==> src/rtl/gpio_pkg.sv <==
package gpio_pkg;
  localparam int ADDR_W = 4;

  localparam logic [ADDR_W-1:0] A_DATA  = 4'd0;
  localparam logic [ADDR_W-1:0] A_DIR   = 4'd1;
  localparam logic [ADDR_W-1:0] A_INEN  = 4'd2;
  localparam logic [ADDR_W-1:0] A_PSTAT = 4'd3;
  localparam logic [ADDR_W-1:0] A_PULL  = 4'd4;
  localparam logic [ADDR_W-1:0] A_DRED  = 4'd5;
  localparam logic [ADDR_W-1:0] A_DHI   = 4'd6;
  localparam logic [ADDR_W-1:0] A_LVLB  = 4'd7;
  localparam logic [ADDR_W-1:0] A_LVLE  = 4'd8;

  localparam logic [1:0] DRV_NORMAL  = 2'b00;
  localparam logic [1:0] DRV_REDUCED = 2'b01;
  localparam logic [1:0] DRV_HIGH    = 2'b10;
endpackage

==> src/rtl/gpio_regs.sv <==
module gpio_regs
  import gpio_pkg::*;
#(
  parameter int NPIN = 8
) (
  input  logic              clk,
  input  logic              rst,
  input  logic              we,
  input  logic [ADDR_W-1:0] addr,
  input  logic [NPIN-1:0]   wdata,
  output logic [NPIN-1:0]   data_q,
  output logic [NPIN-1:0]   dir_q,
  output logic [NPIN-1:0]   ie_q,
  output logic [NPIN-1:0]   pu_q,
  output logic [NPIN-1:0]   dred_q,
  output logic [NPIN-1:0]   dhi_q,
  output logic [NPIN-1:0]   lvlb_q,
  output logic [NPIN-1:0]   lvle_q
);
  always_ff @(posedge clk) begin
    if (rst) begin
      data_q <= '0;
      dir_q  <= '0;
      ie_q   <= '0;
      pu_q   <= '0;
      dred_q <= '0;
      dhi_q  <= '0;
      lvlb_q <= '0;
      lvle_q <= '0;
    end else if (we) begin
      case (addr)
        A_DATA: data_q <= wdata;
        A_DIR:  dir_q  <= wdata;
        A_INEN: ie_q   <= wdata;
        A_PULL: pu_q   <= wdata;
        A_DRED: dred_q <= wdata;
        A_DHI:  dhi_q  <= wdata;
        A_LVLB: lvlb_q <= wdata;
        A_LVLE: lvle_q <= wdata;
        default: ;
      endcase
    end
  end
endmodule

==> src/rtl/gpio_in_sync.sv <==
module gpio_in_sync #(
  parameter int W = 8
) (
  input  logic         clk,
  input  logic         rst,
  input  logic [W-1:0] d,
  output logic [W-1:0] q
);
  logic [W-1:0] meta_q;

  always_ff @(posedge clk) begin
    if (rst) begin
      meta_q <= '0;
      q      <= '0;
    end else begin
      meta_q <= d;
      q      <= meta_q;
    end
  end
endmodule

==> src/rtl/gpio_pad_ctrl.sv <==
module gpio_pad_ctrl
  import gpio_pkg::*;
#(
  parameter int              NPIN       = 8,
  parameter bit              HIGH_DRIVE = 1'b1,
  parameter logic [NPIN-1:0] OD_MASK    = {1'b1, {(NPIN-1){1'b0}}}
) (
  input  logic              clk,
  input  logic              rst,
  input  logic [NPIN-1:0]   data_q,
  input  logic [NPIN-1:0]   dir_q,
  input  logic [NPIN-1:0]   pu_q,
  input  logic [NPIN-1:0]   dred_q,
  input  logic [NPIN-1:0]   dhi_q,
  input  logic [NPIN-1:0]   lvlb_q,
  input  logic [NPIN-1:0]   lvle_q,
  input  logic [NPIN-1:0]   per_out,
  input  logic [NPIN-1:0]   per_oe,
  input  logic [NPIN-1:0]   analog_sel,
  input  logic              pu_suppress,
  input  logic              low_power,
  output logic [NPIN-1:0]   pad_out,
  output logic [NPIN-1:0]   pad_oe,
  output logic [NPIN-1:0]   pad_pu,
  output logic [2*NPIN-1:0] pad_drv,
  output logic [2*NPIN-1:0] pad_lvl
);
  logic              pu_block_all;
  logic [NPIN-1:0]   out_d, oe_d, pu_d;
  logic [2*NPIN-1:0] drv_d, lvl_d;

  assign pu_block_all = pu_suppress & low_power;

  for (genvar i = 0; i < NPIN; i++) begin : g_pin
    logic driven;
    assign driven   = dir_q[i] | per_oe[i];
    assign oe_d[i]  = driven;
    assign out_d[i] = dir_q[i] ? (data_q[i] | (per_oe[i] & per_out[i])) : per_out[i];

    if (OD_MASK[i]) begin : g_keep_pu
      assign pu_d[i] = pu_q[i] & ~analog_sel[i] & ~pu_block_all;
    end else begin : g_drop_pu
      assign pu_d[i] = pu_q[i] & ~driven & ~analog_sel[i] & ~pu_block_all;
    end

    if (HIGH_DRIVE) begin : g_hd
      assign drv_d[2*i +: 2] = dhi_q[i] ? DRV_HIGH : (dred_q[i] ? DRV_REDUCED : DRV_NORMAL);
    end else begin : g_nohd
      assign drv_d[2*i +: 2] = dred_q[i] ? DRV_REDUCED : DRV_NORMAL;
    end

    assign lvl_d[2*i +: 2] = {lvle_q[i], lvlb_q[i]};
  end

  always_ff @(posedge clk) begin
    if (rst) begin
      pad_out <= '0;
      pad_oe  <= '0;
      pad_pu  <= '0;
      pad_drv <= '0;
      pad_lvl <= '0;
    end else begin
      pad_out <= out_d;
      pad_oe  <= oe_d;
      pad_pu  <= pu_d;
      pad_drv <= drv_d;
      pad_lvl <= lvl_d;
    end
  end
endmodule

==> src/rtl/gpio_port_bank.sv <==
module gpio_port_bank
  import gpio_pkg::*;
#(
  parameter int              NPIN       = 8,
  parameter bit              HIGH_DRIVE = 1'b1,
  parameter logic [NPIN-1:0] OD_MASK    = {1'b1, {(NPIN-1){1'b0}}}
) (
  input  logic              clk,
  input  logic              rst,
  input  logic [3:0]        bus_addr,
  input  logic              bus_we,
  input  logic [NPIN-1:0]   bus_wdata,
  input  logic              bus_rmw,
  output logic [NPIN-1:0]   bus_rdata,
  input  logic [NPIN-1:0]   per_out,
  input  logic [NPIN-1:0]   per_oe,
  input  logic [NPIN-1:0]   analog_sel,
  input  logic              pu_suppress,
  input  logic              low_power,
  input  logic [NPIN-1:0]   pin_in,
  output logic [NPIN-1:0]   per_in,
  output logic [NPIN-1:0]   pad_out,
  output logic [NPIN-1:0]   pad_oe,
  output logic [NPIN-1:0]   pad_pu,
  output logic [2*NPIN-1:0] pad_drv,
  output logic [2*NPIN-1:0] pad_lvl
);
  logic [NPIN-1:0] data_q, dir_q, ie_q, pu_q, dred_q, dhi_q, lvlb_q, lvle_q;
  logic [NPIN-1:0] pin_sync, pin_gated;

  gpio_regs #(.NPIN(NPIN)) u_regs (
    .clk(clk), .rst(rst), .we(bus_we), .addr(bus_addr), .wdata(bus_wdata),
    .data_q(data_q), .dir_q(dir_q), .ie_q(ie_q), .pu_q(pu_q),
    .dred_q(dred_q), .dhi_q(dhi_q), .lvlb_q(lvlb_q), .lvle_q(lvle_q)
  );

  gpio_in_sync #(.W(NPIN)) u_sync (
    .clk(clk), .rst(rst), .d(pin_in), .q(pin_sync)
  );

  gpio_pad_ctrl #(.NPIN(NPIN), .HIGH_DRIVE(HIGH_DRIVE), .OD_MASK(OD_MASK)) u_pad (
    .clk(clk), .rst(rst),
    .data_q(data_q), .dir_q(dir_q), .pu_q(pu_q), .dred_q(dred_q), .dhi_q(dhi_q),
    .lvlb_q(lvlb_q), .lvle_q(lvle_q),
    .per_out(per_out), .per_oe(per_oe), .analog_sel(analog_sel),
    .pu_suppress(pu_suppress), .low_power(low_power),
    .pad_out(pad_out), .pad_oe(pad_oe), .pad_pu(pad_pu),
    .pad_drv(pad_drv), .pad_lvl(pad_lvl)
  );

  assign pin_gated = pin_sync & ie_q;
  assign per_in    = pin_gated;

  always_ff @(posedge clk) begin
    if (rst) begin
      bus_rdata <= '0;
    end else begin
      case (bus_addr)
        A_DATA:  bus_rdata <= bus_rmw ? data_q : ((dir_q & data_q) | (~dir_q & pin_gated));
        A_DIR:   bus_rdata <= dir_q;
        A_INEN:  bus_rdata <= ie_q;
        A_PSTAT: bus_rdata <= pin_gated;
        A_PULL:  bus_rdata <= pu_q;
        A_DRED:  bus_rdata <= dred_q;
        A_DHI:   bus_rdata <= dhi_q;
        A_LVLB:  bus_rdata <= lvlb_q;
        A_LVLE:  bus_rdata <= lvle_q;
        default: bus_rdata <= '0;
      endcase
    end
  end
endmodule

==> config.mk <==
export PLATFORM = sky130hd
export DESIGN_NAME = gpio_port_bank
export DESIGN_NICKNAME = d
export VERILOG_FILES = /design/src/rtl/gpio_pkg.sv /design/src/rtl/gpio_regs.sv /design/src/rtl/gpio_in_sync.sv /design/src/rtl/gpio_pad_ctrl.sv /design/src/rtl/gpio_port_bank.sv
export SDC_FILE = /design/constraint.sdc
export NUM_CORES = 1
export LEC_CHECK = 0
export ABC_AREA = 1
export BUFFER_PORTS_ARGS = -buffer_cell sky130_fd_sc_hd__buf_4
export CORE_MARGIN = 1
export CORE_UTILIZATION = 43
export DETAILED_ROUTE_END_ITERATION = 12
export PLACE_DENSITY = 0.66
export SETUP_SLACK_MARGIN = 0.1
export SLEW_MARGIN = 10
export SYNTH_ARGS = -nofsm -noshare
export SYNTH_HDL_FRONTEND = slang
export SYNTH_SLANG_ARGS = --single-unit
==> constraint.sdc <==
create_clock -name clk -period 1.52 [get_ports clk]
set_input_delay 0.304 -clock clk [delete_from_list [all_inputs] [get_ports clk]]
set_output_delay 0.304 -clock clk [all_outputs]
set_load 0.03 [all_outputs]
Yosys cells after proc, flatten, opt, wreduce, memory -nomap -nowiden
Cells that the tools add are included.
W data, S select, Z words.
{ "word_totals": {"reg_bits": 144, "input_bits": 50, "elab_cells": 144} }
{ "classes": {"n_eq_ne": 8, "mux": 26, "n_bitwise": 69, "n_reduce_logical": 17} }
{ "ops": {"columns": ["op", "count"], "rows": [
  ["$pmux W8 S9", 1],
  ["$and A1 B1 Y1", 32],
  ["$and A8 B8 Y8", 3],
  ["$eq A4 B3 Y1 const B", 4],
  ["$mux W1", 16],
  ["$mux W2", 8],
  ["$not A1 Y1", 16],
  ["$or A1 B1 Y1", 16],
  ["$reduce_and A2 Y1", 8],
  ["$reduce_or A2 Y1", 8],
  ["$eq A4 B2 Y1 const B", 2],
  ["$mux W8", 1],
  ["$not A8 Y8", 1],
  ["$or A8 B8 Y8", 1],
  ["$eq A4 B1 Y1 const B", 1],
  ["$eq A4 B4 Y1 const B", 1],
  ["$logic_not A4 Y1", 1]
]} }

Longest topological paths before layout
{ "depth": {"ltp_word": 5, "ltp_mapped": 9} }

By module
A second synthesis with hierarchy kept.
{ "unflattened": {"hier_cells": 843, "hier_area_um2": 5988.2} }
{ "by_module_without_submodules": {"columns": ["mod", "instances", "cells_each", "area_each_um2"], "rows": [
  ["gpio_regs", 1, 378, 2617.5],
  ["gpio_pad_ctrl", 1, 206, 1770.4],
  ["gpio_port_bank", 1, 209, 1126.1],
  ["gpio_in_sync", 1, 50, 474.2]
]} }

Worst setup path before layout
No wires, ideal clock.
{ "synth_path": {"path_kind": "in2reg", "from": "input bus_addr[1]", "to": "register u_regs.data_q[5]", "t_arrival_ps": 1210, "t_required_ps": 1401, "setup_slack_ps": 191, "stages": 7, "path_cell_list": "nor2_2 > and2_1 > buf_4 > nand2_4 > buf_6 > o21ai_0 > a21oi_1"} }
{ "synth_between": {"elab_chain_len": 2} }
{ "synth_lines": {"columns": ["item", "line", "rtl"], "rows": [
  ["from (decl)", "gpio_port_bank.sv:10", "input logic [3:0] bus_addr,"],
  ["$logic_not A4 Y1", "gpio_regs.sv:31", "case (addr)"],
  ["$reduce_and A2 Y1 (no source line)", null, null],
  ["to (signal assigned)", "gpio_regs.sv:32", "A_DATA: data_q <= wdata;"],
  ["to (decl)", "gpio_regs.sv:11", "output logic [NPIN-1:0] data_q,"]
]} }
No other way between the ends.
A chain may end at the register's enable or synchronous reset.

Worst setup path in the final report
{ "layout_path": {"from": "register u_sync.q[3]", "to": "output per_in[3]"} }
{ "layout_between": {"elab_chain_len": 1} }
{ "layout_lines": {"columns": ["item", "line", "rtl"], "rows": [
  ["from (decl)", "gpio_in_sync.sv:7", "output logic [W-1:0] q"],
  ["from (signal assigned)", "gpio_in_sync.sv:17", "q <= meta_q;"],
  ["$and A8 B8 Y8", "gpio_port_bank.sv:51", "assign pin_gated = pin_sync & ie_q;"],
  ["to (decl)", "gpio_port_bank.sv:21", "output logic [NPIN-1:0] per_in,"]
]} }
No other way between the ends.

==> results.yml <==
run_status:
  outcome: "finished, final reports clean"
placed_design:
  routabilityCongestion: 0.890
  placement.setup.worst_slack_ns: -0.151
  dpl.cell_count: 954
  port-buffer-count: 121
  place_hpwl_um: 10700
global_routing:
  groute.usage.overall: 0.246
  globalRouteOverflowTotal: 0
  initial_antenna_violation_count: 0
  grt_pass1_wl_um: 23700
  first_global_vias: 4659
  grt_max_degree: 48
clocking:
  clk_path_buf_depth: 2
  ctsRootBufferMaster: "sky130_fd_sc_hd__clkbuf_16"
  tritoncts.num_buffers: 17
  hold_buffers: 0
  clk_transition_reported_paths_ns: 0.06
  cts_sinks: 144
  cts_setup_buffers: 0
  clk-insertion-delay-late_ns: 0.42
  cts_resized: 5
  cts_tree: "built"
  cts_htree_levels: 4
floorplan:
  placeable_core_region_mm2: 0.0120
  io_pins: 122
  die_h_um: 113
  number_of_standard_cell_rows_in_the_floorplan: 40
  floorplan.initialDensity: 0.442
  fp.dieArea_mm2: 0.0128
  floorplan.die.width_um: 113
power:
  totalPowerFinal_mw: 8.85
  cellPowerDensity_mw_per_mm2: 1240
  largest_voltage_drop_on_the_vdd_net_mv: 0.665
  p_leak_nw: 3.26
finish:
  drive_gt1_frac: 0.240
  area_growth_pct: 34.6
  final-seq-area_mm2: 0.00289
  multiInputGateArea_mm2: 0.00189
  fill_cells: 1110
  final_net_count: 876
  number_of_antenna_repair_diodes: 0
  finalNonFillerCells: 986
synthesis:
  synth_largest_type_area_fraction: 0.543
  synth.top_cells.by_area: "sky130_fd_sc_hd__dfxtp_1, sky130_fd_sc_hd__nand3_1, sky130_fd_sc_hd__o21ai_0, sky130_fd_sc_hd__inv_1, sky130_fd_sc_hd__a21oi_1"
  postSynthAreaPerCell_um2: 7.70
  syn-num-nets: 739
  yosysSeqAreaShare: 0.543
  yosys_warnings: 0
  netlist-cell-type-count: 18
  synth.largest_area_cell: "sky130_fd_sc_hd__dfxtp_1"
  yosys_register_bits: 144
  syn_inst: 689
  synth_area_mm2: 0.00531
routing:
  wirelength_met1_um: 6670
  num_vias: 4995
  drt_drc_violations_left: 0
  first_pass_iters: 5
  drt_iter0_drc: 281
  ant_nets: 0
  dr.max_layer_used: "met4"
  drt-total-wl_um: 15000
  post_drt_wl_per_cell_um: 15.2
  drt-vias-per-instance: 5.07
  routed-wl-met2_um: 6640
  route.met3.wl_um: 1100
critical_path:
  reg2reg_depth: 6
  worstPathRequired_ns: 1.22
  cp_max_fo: 2
  worst_path_max_stage_delay_ns: 0.35
  timing.critical_path.from: "u_sync.q[3]"
  cp.arrival_ns: 1.10
  r2r_start: "u_regs.lvle_q[2]"
  timing.reg2reg.setup_slack_ns: 0.51
  critPathKind: "flop to output pin"
  timing.critical_path.to_type: "output pin"
  cp_slowest_cell: "sky130_fd_sc_hd__dfxtp_1"
  critical_path.reg2reg.endpoint: "bus_rdata[2]"
  worst_setup_path_endpoint: "per_in[3]"
  worstSetupStartpointType: "flop"
  critical_path.cell_chain: "nand2_1 -> inv_1 -> buf_4"
hold_path:
  hold_class: "input port to flop"
timing:
  setup_repair_after_global_routing_missed_its_margin: "true"
  setup_viol: 0
  drv_slew: 0
  worstMarginPinSlew_ns: 0.483
  relSlewSlack: 0.678
  achievable-frequency_ghz: 0.714
  min_cycle_time_layout_ns: 1.40
  finalClockSkew_ns: 0.00456
  report.final.hold_viol_count: 0
  timing.final.crit_share: 0.921
  fin_ws_ns: 0.120
flow_run:
  max_cap_viol_count: 0
==> flip-flops by register name (all words and copies together) (netlist names) <==
name	count
u_regs.dir_q	8
bus_rdata	8
u_sync.meta_q	8
u_regs.ie_q	8
u_regs.data_q	8
u_pad.pad_out	8
u_pad.pad_drv	16
u_regs.pu_q	8
u_regs.lvlb_q	8
u_sync.q	8
u_pad.pad_pu	8
u_pad.pad_oe	8
u_regs.lvle_q	8
u_regs.dhi_q	8
u_pad.pad_lvl	16
u_regs.dred_q	8
==> critical path: cells and delay by family, from the launching register on <==
family | cells | cell delay, ns
buffers and inverters | 2 | 0.24
AND/OR/NAND/NOR | 1 | 0.08
flip-flops | 1 | 0.35
==> worst min-delay path by stage <==
stage / startpoint / endpoint / slack, ns / cells past startpoint
CTS: analog_sel[5] / u_pad.pad_pu[5] / 0.03 / 2
floorplan: analog_sel[1] / u_pad.pad_pu[1] / 0.38 / 1
global placement: u_sync.meta_q[4] / u_sync.q[4] / 0.39 / 2
finish: analog_sel[5] / u_pad.pad_pu[5] / 0.04 / 2
detailed placement: u_sync.meta_q[1] / u_sync.q[1] / 0.40 / 2
global route: analog_sel[5] / u_pad.pad_pu[5] / 0.03 / 2
==> cells in the mapped netlist (all sizes together) <==
library cell	count
o21ai	78
nor2	78
buf	23
and2	1
nor3	16
a21oi	73
o211ai	1
clkinv	1
inv	102
clkbuf	8
dfxtp	144
nand3	86
nand2	78
==> final cells by class <==
type                            count  share of cell area
Sequential cell                   144               0.405
Multi-Input combinational cell    411               0.265
Timing Repair Buffer              149               0.164
Clock buffer                       23              0.0683
Inverter                          103              0.0541
Tap cell                          147              0.0257
Clock inverter                      9              0.0182
==> power breakdown <==
| group | switching [mW] | internal (mW) | total [mW] |
|---|---|---|---|
| Sequential | 0.0475 | 3.87 | 3.92 |
| Combinational | 0.409 | 0.249 | 0.658 |
| Clock | 1.53 | 2.75 | 4.27 |
==> cells in the final DEF, fill, tap and decap left out, types with 5 or more instances in the layout <==
cell type	n
sky130_fd_sc_hd__buf_4	140
sky130_fd_sc_hd__dfxtp_1	136
sky130_fd_sc_hd__inv_1	97
sky130_fd_sc_hd__nand3_1	86
sky130_fd_sc_hd__o21ai_0	78
sky130_fd_sc_hd__nand2_1	76
sky130_fd_sc_hd__a21oi_1	73
sky130_fd_sc_hd__nor2_1	71
sky130_fd_sc_hd__clkbuf_16	17
sky130_fd_sc_hd__nor3_1	16
sky130_fd_sc_hd__dfxtp_2	8
sky130_fd_sc_hd__nor2_2	7
sky130_fd_sc_hd__buf_6	7
sky130_fd_sc_hd__inv_2	5
==> routing by layer <==
metal	vias to the layer above	track usage
li1	2492	-
met1	2248	0.327
met3	39	0.0514
met5	-	0
met2	216	0.374
met4	0	0.135
==> kinds of logic after synthesis <==
group / after synthesis / share of synthesized area
simple gates: 259 / 0.212
compound gates: 152 / 0.144
buf+inv: 134 / 0.100
flops: 144 / 0.543
==> per-stage QoR <==
stage	utilization	hold slack (ns)	instance area, um2	TNS [ns]
2_1_floorplan	-	0.381	5310	0
3_3_place_gp	0.540	0.390	6490	-0.950
3_5_place_dp	0.540	0.397	6490	-1.07
4_1_cts	0.593	0.0261	7120	0
5_1_grt	0.595	0.0309	7140	0
6_report	0.595	0.0395	7140	0
(Power assumes the default switching activity.)
